<file path="config.mk">
export PLATFORM = sky130hd
export DESIGN_NAME = frame_word_aligner
export DESIGN_NICKNAME = d
export VERILOG_FILES = /design/src/rtl/fwa_pkg.sv /design/src/rtl/fwa_ctrl.sv /design/src/rtl/fwa_datapath.sv /design/src/rtl/frame_word_aligner.sv
export SDC_FILE = /design/constraint.sdc
export NUM_CORES = 1
export LEC_CHECK = 0
export BUFFER_PORTS_ARGS = -buffer_cell sky130_fd_sc_hd__buf_2
export CORE_AREA = 2 2 84 167
export DETAILED_ROUTE_END_ITERATION = 8
export DIE_AREA = 0 0 86 169
export HOLD_SLACK_MARGIN = 0.12
export PLACE_DENSITY = 0.83
export SLEW_MARGIN = 20
export SYNTH_ARGS = -nofsm -noshare
export SYNTH_HDL_FRONTEND = slang
export SYNTH_SLANG_ARGS = --single-unit
</file>
<file path="constraint.sdc">
create_clock -name clk -period 3.47 [get_ports clk]
set_input_delay 0.347 -clock clk [delete_from_list [all_inputs] [get_ports clk]]
set_output_delay 0.347 -clock clk [all_outputs]
set_load 0.02 [all_outputs]
</file>
<file path="src/rtl/fwa_pkg.sv">
package fwa_pkg;

  typedef enum logic [2:0] {
    ST_RESET,
    ST_SLIP,
    ST_SETTLE,
    ST_CHECK,
    ST_LOCKED
  } alignState_t;

  // Datapath -> control: classification of the current frame word
  typedef struct packed {
    logic wordValid;
    logic allOnes;
    logic allZeros;
  } frameStat_t;

  // Control -> datapath strobes
  typedef struct packed {
    logic pairEn;
  } ctrlStrobe_t;

endpackage

</file>
<file path="src/rtl/fwa_ctrl.sv">
module fwa_ctrl
  import fwa_pkg::*;
#(
  parameter int SETTLE_CNT = 3,
  parameter int LOCK_CNT   = 8,
  parameter int MAX_SLIPS  = 7
) (
  input  logic        clk,
  input  logic        rstN,
  input  frameStat_t  frameStat,
  output ctrlStrobe_t ctrlStrobe,
  output logic        bitslip,
  output logic        locked,
  output logic        slipError
);

  localparam int STREAK_W    = $clog2(LOCK_CNT + 2);
  localparam int SETTLE_W    = $clog2(SETTLE_CNT + 2);
  localparam int SLIPCNT_W   = $clog2(MAX_SLIPS + 2);
  localparam int LOCK_LAST   = (LOCK_CNT > 0) ? LOCK_CNT - 1 : 0;
  localparam int SETTLE_LAST = (SETTLE_CNT > 0) ? SETTLE_CNT - 1 : 0;

  alignState_t          state, stateNext;
  logic [STREAK_W-1:0]  streak, streakNext;
  logic [SETTLE_W-1:0]  settle, settleNext;
  logic [SLIPCNT_W-1:0] slipCnt, slipCntNext;
  logic                 prevOnes, prevOnesNext;
  logic                 cleanWord;
  logic                 alternates;

  assign cleanWord  = frameStat.allOnes | frameStat.allZeros;
  assign alternates = cleanWord &&
                      ((streak == '0) || (frameStat.allOnes != prevOnes));

  always_comb begin
    stateNext    = state;
    streakNext   = streak;
    settleNext   = settle;
    slipCntNext  = slipCnt;
    prevOnesNext = prevOnes;
    case (state)
      ST_RESET: begin
        stateNext  = ST_CHECK;
        streakNext = '0;
      end
      ST_CHECK: begin
        if (frameStat.wordValid) begin
          if (alternates) begin
            prevOnesNext = frameStat.allOnes;
            if (streak == STREAK_W'(LOCK_LAST)) begin
              stateNext   = ST_LOCKED;
              streakNext  = '0;
              slipCntNext = '0;
            end else begin
              streakNext = streak + 1'b1;
            end
          end else begin
            stateNext = ST_SLIP;
          end
        end
      end
      ST_SLIP: begin
        if (slipCnt != SLIPCNT_W'(MAX_SLIPS)) slipCntNext = slipCnt + 1'b1;
        streakNext = '0;
        settleNext = '0;
        stateNext  = (SETTLE_CNT == 0) ? ST_CHECK : ST_SETTLE;
      end
      ST_SETTLE: begin
        if (frameStat.wordValid) begin
          if (settle == SETTLE_W'(SETTLE_LAST)) stateNext = ST_CHECK;
          else settleNext = settle + 1'b1;
        end
      end
      ST_LOCKED: begin
        if (frameStat.wordValid) begin
          if (cleanWord && (frameStat.allOnes != prevOnes))
            prevOnesNext = frameStat.allOnes;
          else
            stateNext = ST_SLIP;
        end
      end
      default: stateNext = ST_RESET;
    endcase
  end

  always_ff @(posedge clk or negedge rstN) begin
    if (!rstN) begin
      state    <= ST_RESET;
      streak   <= '0;
      settle   <= '0;
      slipCnt  <= '0;
      prevOnes <= 1'b0;
    end else begin
      state    <= stateNext;
      streak   <= streakNext;
      settle   <= settleNext;
      slipCnt  <= slipCntNext;
      prevOnes <= prevOnesNext;
    end
  end

  assign bitslip           = (state == ST_SLIP);
  assign locked            = (state == ST_LOCKED);
  assign slipError         = (slipCnt >= SLIPCNT_W'(MAX_SLIPS));
  assign ctrlStrobe.pairEn = (state == ST_LOCKED);

endmodule

</file>
<file path="src/rtl/fwa_datapath.sv">
module fwa_datapath
  import fwa_pkg::*;
#(
  parameter int WORD_W = 7,
  parameter int LANES  = 8
) (
  input  logic                         clk,
  input  logic                         rstN,
  input  logic                         wordValid,
  input  logic [WORD_W-1:0]            frameWord,
  input  logic [LANES*WORD_W-1:0]      dataWords,
  input  ctrlStrobe_t                  ctrlStrobe,
  output frameStat_t                   frameStat,
  output logic                         sampleValid,
  output logic [LANES*2*WORD_W-1:0]    samples
);

  localparam int SAMP_W = 2 * WORD_W;

  logic haveHigh;
  logic takeHigh;
  logic emitSample;

  assign frameStat.wordValid = wordValid;
  assign frameStat.allOnes   = &frameWord;
  assign frameStat.allZeros  = ~|frameWord;

  assign takeHigh   = ctrlStrobe.pairEn && wordValid && frameStat.allOnes;
  assign emitSample = ctrlStrobe.pairEn && wordValid && frameStat.allZeros && haveHigh;

  always_ff @(posedge clk or negedge rstN) begin
    if (!rstN) begin
      haveHigh    <= 1'b0;
      sampleValid <= 1'b0;
    end else begin
      sampleValid <= emitSample;
      if (!ctrlStrobe.pairEn) haveHigh <= 1'b0;
      else if (wordValid)     haveHigh <= takeHigh;
    end
  end

  for (genvar lane = 0; lane < LANES; lane++) begin : g_lane
    logic [WORD_W-1:0] highHalf;
    logic [SAMP_W-1:0] sampleReg;

    always_ff @(posedge clk or negedge rstN) begin
      if (!rstN) begin
        highHalf  <= '0;
        sampleReg <= '0;
      end else begin
        if (takeHigh)   highHalf  <= dataWords[lane*WORD_W +: WORD_W];
        if (emitSample) sampleReg <= {highHalf, dataWords[lane*WORD_W +: WORD_W]};
      end
    end

    assign samples[lane*SAMP_W +: SAMP_W] = sampleReg;
  end

endmodule

</file>
<file path="src/rtl/frame_word_aligner.sv">
module frame_word_aligner
  import fwa_pkg::*;
#(
  parameter int WORD_W     = 7,
  parameter int LANES      = 8,
  parameter int SETTLE_CNT = 3,
  parameter int LOCK_CNT   = 8,
  parameter int MAX_SLIPS  = 7
) (
  input  logic                      clk,
  input  logic                      rstN,
  input  logic                      wordValid,
  input  logic [WORD_W-1:0]         frameWord,
  input  logic [LANES*WORD_W-1:0]   dataWords,
  output logic                      bitslip,
  output logic                      locked,
  output logic                      slipError,
  output logic                      sampleValid,
  output logic [LANES*2*WORD_W-1:0] samples
);

  frameStat_t  frameStat;
  ctrlStrobe_t ctrlStrobe;

  fwa_ctrl #(
    .SETTLE_CNT(SETTLE_CNT),
    .LOCK_CNT  (LOCK_CNT),
    .MAX_SLIPS (MAX_SLIPS)
  ) u_ctrl (
    .clk       (clk),
    .rstN      (rstN),
    .frameStat (frameStat),
    .ctrlStrobe(ctrlStrobe),
    .bitslip   (bitslip),
    .locked    (locked),
    .slipError (slipError)
  );

  fwa_datapath #(
    .WORD_W(WORD_W),
    .LANES (LANES)
  ) u_datapath (
    .clk        (clk),
    .rstN       (rstN),
    .wordValid  (wordValid),
    .frameWord  (frameWord),
    .dataWords  (dataWords),
    .ctrlStrobe (ctrlStrobe),
    .frameStat  (frameStat),
    .sampleValid(sampleValid),
    .samples    (samples)
  );

endmodule

</file>
# --- Word-level counts from Yosys, hierarchy flattened ---
# Index checks and enable logic that the tools add are counted.
totals:
  latch_bits: 0
  romBits: 0
  reg_bits: 185
  word_cells: 96
  out_inout_bits: 116
  inputBits: 66
  mem_count: 0
  ram_bits: 0
op_classes:
  add_sub_neg: 3
  eq_ne: 19
  mul: 0
  bitwise: 1
  reduce_logical: 22
  shift: 0
  n_lt_le_gt_ge: 1
  muxes: 27
  div: 0
ops:
  columns: ["cell", "n"]
  rows:
  - ["two-way mux 4 bit", 7]
  - ["two-way mux 3 bit", 9]
  - ["one-hot mux 4 bit (2 select lines)", 2]
  - ["one-hot mux 3 bit (5 select lines)", 1]
  - ["!= test 2 bit (second input constant)", 6]
  - ["AND reduction 5 bit", 2]
  - ["equality test 3 x 2 -> 1 bit (second input constant)", 3]
  - ["adder 4 x 1 -> 4 bit (second input constant)", 2]
  - ["!= test 2 x 1 -> 1 bit (second input constant)", 4]
  - ["nonzero test 2 bit", 4]
  - ["AND reduction 7 bit", 1]
  - ["OR reduction 7 bit", 1]
  - ["logical AND 1 bit", 6]
  - ["two-way mux 1 bit", 6]
  - ["one-hot mux 3 bit (2 select lines)", 1]
  - ["AND reduction 3 bit", 2]
  - ["AND reduction 6 bit", 1]
  - ["equality test 4 x 3 -> 1 bit (second input constant)", 1]
  - ["greater-or-equal comparator 4 x 3 -> 1 bit (second input constant)", 1]
  - ["zero test 4 bit", 1]
  - ["!= test 4 x 3 -> 1 bit (second input constant)", 1]
  - ["adder 3 x 1 -> 3 bit (second input constant)", 1]
  - ["equality test 3 x 1 -> 1 bit (second input constant)", 1]
  - ["equality test 3 bit (second input constant)", 1]
  - ["8 further kinds", 8]

# --- Logic depth before layout (Yosys ltp) ---
depth:
  ltp_word: 7
  mapped_depth: 9
  mapped_depth_nobuf: 7

# --- Hierarchy ---
# From an unflattened synthesis, not the netlist that was laid out.
hier_totals:
  cells_unflattened: 475
  hier_area_um2: 7587.3
modules_own_cells:
  columns: ["mod", "cells_each", "area_each_um2", "seq_area_each_um2", "instances"]
  rows:
  - ["fwa_datapath", 372, 6626.4, 4254.1, 1]
  - ["fwa_ctrl", 103, 960.9, 375.4, 1]

# --- Least setup slack after synthesis ---
# OpenSTA, ideal clock, no wires.
synth_path:
  kind: "reg2reg"
  startpoint: "register u_ctrl.streak[0]"
  endpoint: "register u_ctrl.slipCnt[0]"
  path_stages_with_launch: 8
  slack_ns: 1.485
  t_arrival_ns: 1.860
  t_required_ns: 3.345
  period_less_slack_ns: 1.985
  n_path_buf: 0
  setup_ns: 0.125
  cell_sequence: "dfrtp_1 -> inv_1 -> ha_1 -> or3b_2 -> a211oi_1 -> o32a_1 -> o21bai_1 -> mux2_2"
synth_via:
  elab_chain_cells: 5
synth_rtl:
  columns: ["item", "line", "rtl"]
  rows:
  - ["start: declaration", "fwa_ctrl.sv:24", "logic [STREAK_W-1:0] streak, streakNext;"]
  - ["start signal: assignment", "fwa_ctrl.sv:95", "streak <= streakNext;"]
  - ["zero test 4 bit", "fwa_ctrl.sv:33", "((streak == '0) || (frameStat.allOnes != prevOnes));"]
  - ["logical OR 1 bit", "fwa_ctrl.sv:33", null]
  - ["logical AND 1 bit", "fwa_ctrl.sv:32", "assign alternates = cleanWord &&"]
  - ["!= test 2 x 1 -> 1 bit (no source line)", null, null]
  - ["AND reduction 5 bit (no source line) *", null, null]
  - ["end signal: assignment", "fwa_ctrl.sv:97", "slipCnt <= slipCntNext;"]
  - ["end: declaration", "fwa_ctrl.sv:26", "logic [SLIPCNT_W-1:0] slipCnt, slipCntNext;"]
# Every way passes the cells marked *; elsewhere a longest branch is shown, timed or not.
# A chain may end at the register's enable or synchronous reset.

# --- Worst setup path after layout ---
layout_path:
  startpoint: "register u_ctrl.state[1]"
  endpoint: "register u_datapath.g_lane[0].sampleReg[10]"
layout_via:
  elab_chain_cells: 4
layout_rtl:
  columns: ["item", "line", "rtl"]
  rows:
  - ["start: declaration", "fwa_ctrl.sv:23", "alignState_t state, stateNext;"]
  - ["start signal: assignment", "fwa_ctrl.sv:94", "state <= stateNext;"]
  - ["equality test 3 bit", "fwa_ctrl.sv:105", "assign ctrlStrobe.pairEn = (state == ST_LOCKED);"]
  - ["logical AND 1 bit (3 in a row)", "fwa_datapath.sv:29", "assign emitSample = ctrlStrobe.pairEn && wordValid && frameStat.allZeros && haveHigh;"]
  - ["end signal: assignment", "fwa_datapath.sv:52", "if (emitSample) sampleReg <= {highHalf, dataWords[lane*WORD_W +: WORD_W]};"]
  - ["end: declaration", "fwa_datapath.sv:44", "logic [SAMP_W-1:0] sampleReg;"]
# Every way passes these cells.

==> run summary <==
Reg2reg end: u_datapath.g_lane[0].sampleReg[10]$_DFFE_PN0P_
Min Hold Slack: 0.1384 ns
Area growth syn-to-layout: 21.86%
Most frequent cell after synthesis: nand2_1
RR Startpoint: u_ctrl.state[1]$_DFFE_PN0P_
CP required: 3.83 ns
Vias in the first global route: 5489
# H-tree levels: 4
CTS root buffer: clkbuf_16
Fill cell count: 999
Ant. Diodes: 0
Flop pwr share: 50.5%
CTS Sinks: 185
Synth Register Bits: 185
Avg Inst Size Synth: 10.30 µm²
Pin count of the biggest net entering global routing: 106
Slowest stage delay, CP: 0.57 ns
MaxCap Viol Count: 0
Post-DR vias/cell: 5.313
Count of antenna-violating nets left after detailed routing: 0
Post-Layout Cell Count: 1058
Rel. slew slack: 48.68%
Number of synthesized flops with an enable pin: 0
Clk_lat worst skew: 0.42 ns
CP most frequent cell: nand2_1
Placer Congestion: 0.8467
Worst-margin pin slew: 0.7698 ns
Critical Path Sink: u_datapath.g_lane[0].sampleReg[10]$_DFFE_PN0P_
Io pins: 182
Clk_skew: 0.008548 ns
CTS Buf Count: 17
Mapped Cells: 718
Final min period: 2.444 ns
Mapped cell area: 7393 µm²
DR iter-0 viols: 334
VDD IR max: 0.4689 mV
WL per Instance: 15.13 µm
Status: complete, no violations
R2R depth: 7
Share of layout cells above drive strength 1: 32.23%
Synth area leaders: dfrtp_1 (63%), nand2_1 (18%), mux2_2 (9.0%)
HPWL Detailed: 10760 µm
Internal Power: 3.361 mW
CP max FO: 35
Post-Syn Nets: 789
Final core utilization: 67.81%
Setup TNS Final: 0 ns
Crit start category: register
Cell count after placement: 1025
Final nets: 961
Post-synth top area share: 62.62%
Synth warnings: 0
Die footprint: 14530 µm²
Via count: 5621
DR DRC count: 0
Initial Util: 55.64%
Drt total wl: 16010 µm
Reg2Reg Setup Slack: 1.03 ns
Max clock buf depth: 2
Post-synth top cells: nand2_1 (345), dfrtp_1 (185), mux2_2 (59), buf_2 (18), clkbuf_1 (18)
P_leak: 5.328 nW
# rows: 60
Power per Cell Area: 509.8 nW/µm²
Die Wd: 86 µm
Worst-path clk slew: 0.07 ns
Initial antenna violation count: 1
Worst-path cell chain: nand2b_1, or2_2, inv_2, and4_4, buf_4, nand2_1, nand2_1
Net Sw Frac: 26.83%
Peak Freq: 0.4092 GHz
Setup CP Type: reg2reg
Worst hold path type: in2reg
Arrival @ worst endpoint: 2.80 ns
RSZ-0062 raised after global routing: no
First-pass GRT wire length: 26030 µm
Router iterations before antenna repair: 4
Clk pwr share: 39.6%
CTS tree: yes
Slew Viols, Final: 0
Slowest CP cell: dfrtp_1
Grt total ovfl: 0
Crit path from: u_ctrl.state[1]$_DFFE_PN0P_
I/O Buffers: 181
Hold Fails Final Rpt: 0
Total Routing Usage GR: 22.50%
Share of flip-flops with an asynchronous set or reset: 100.0%
Final Cycle Share: 70.42%
Critical Path End Type: register
Post-CTS setup repair buffer count: 0
Core area: 13290 µm²
Post-synth top area cell: dfrtp_1
Net switching power: 1.233 mW
Dominant synthesized flop cell: dfrtp_1
Yosys cell types: 46
Setup-failing EPs final: 0
Logic pwr share: 9.9%
Seq/Total Area, Yosys: 62.62%
Die height: 169 µm
-- how the worst min path moves through the flow --
stage                                                    end  depth (start not counted)           from
2_1_floorplan                    u_ctrl.prevOnes$_DFFE_PN0P_                          0           rstN
5_1_grt        u_datapath.g_lane[7].sampleReg[4]$_DFFE_PN0P_                          3  dataWords[53]
4_1_cts        u_datapath.g_lane[0].sampleReg[6]$_DFFE_PN0P_                          3   dataWords[6]
6_report       u_datapath.g_lane[0].sampleReg[6]$_DFFE_PN0P_                          3   dataWords[6]
3_3_place_gp                    u_ctrl.streak[0]$_DFFE_PN0P_                          1           rstN
3_5_place_dp                    u_ctrl.streak[0]$_DFFE_PN0P_                          1           rstN
-- routing by layer --
metal	up-vias	wire length, µm	share of wire [%]	global-route usage [%]
li1	2651	-	-	-
met4	2	179	1.1	5.728
met1	2715	6761	42	29.63
met5	-	11	0.069	0
met3	16	1405	8.8	7.021
met2	237	7650	48	36.30
-- cells in the final DEF (no fill, tap or decap), types with 2 or more instances in the layout --
cell	synthesis	final
buf_2	18	180
inv_1	7	7
nand2b_1	5	5
buf_12	0	3
clkinv_2	0	2
nand4_1	4	4
clkbuf_16	0	17
inv_6	0	4
clkinvlp_4	0	3
mux2_2	59	59
o311ai_0	2	2
nand3_1	6	5
o21ai_0	5	5
ha_1	5	5
a21oi_1	4	4
a211o_1	2	2
a211oi_1	4	4
nor2b_1	2	2
dfrtp_1	185	185
inv_8	0	3
o2bb2ai_1	2	2
nor2_1	12	12
buf_4	0	4
clkinv_4	0	2
nand2_1	345	345
nor3_1	2	2
mux2i_1	3	3
or2_2	3	3
-- layout make-up --
| cell class | instances | area [µm²] | share of cell area (%) |
|---|---|---|---|
| sequential | 185 | 4629 | 51.38 |
| multi-input combinational | 489 | 2584 | 28.68 |
| timing repair buffer | 189 | 1012 | 11.23 |
| clock buffer | 17 | 425.4 | 4.722 |
| tap | 155 | 193.9 | 2.152 |
| clock inverter | 15 | 135.1 | 1.500 |
| inverter | 8 | 30.03 | 0.3333 |
-- critical path: cells and delay by family (launching register included) --
| family | cells | cell delay (ns) |
|---|---|---|
| flops | 1 | 0.57 |
| simple gates | 5 | 1.32 |
| buf+inv | 2 | 0.48 |
-- per-stage QoR --
step / power, mW / area (µm²) / setup slack, ns
CTS: 4.624 / 9010 / 1.055
global route: 4.772 / 9010 / 0.8647
global placement: 2.781 / 8439 / 1.156
floorplan: 2.628 / 7393 / 1.485
detailed placement: 2.805 / 8439 / 1.083
finish: 4.594 / 9010 / 1.026
-- sequential cells by signal, summed over array words and instances, names as in the netlist --
register                     flops
u_datapath.haveHigh              1
u_ctrl.state                     3
u_ctrl.settle                    3
u_ctrl.streak                    4
u_datapath.g_lane.highHalf      56
u_ctrl.prevOnes                  1
u_datapath.sampleValid           1
u_datapath.g_lane.sampleReg    112
u_ctrl.slipCnt                   4
-- cell families after synthesis --
group,Yosys count,synth area share [%]
AOI/OAI and AO/OA,33,3.470
xor gates and xnor gates,1,0.1185
adders and majority gates,5,0.8462
buffers and inverters,44,2.539
DFF,185,62.62
muxes,62,9.393
and+or+nand+nor,388,21.02
-- power by group through the flow --
stage                     combinational [mW]  clock, mW  sequential [mW]
after detailed placement               0.450          0             2.35
final                                  0.455       1.82             2.32
after floorplan                        0.332          0             2.30
after CTS                              0.457       1.85             2.31
after global placement                 0.433          0             2.35
after global routing                   0.503       1.94             2.33
-- repair_timing --
action / CTS / global route
hold endpoints to repair: 69 / 0
resized for setup: 0 / 0
hold buffers: 1 / 0
Note: power is estimated with default switching activity, not from simulation.
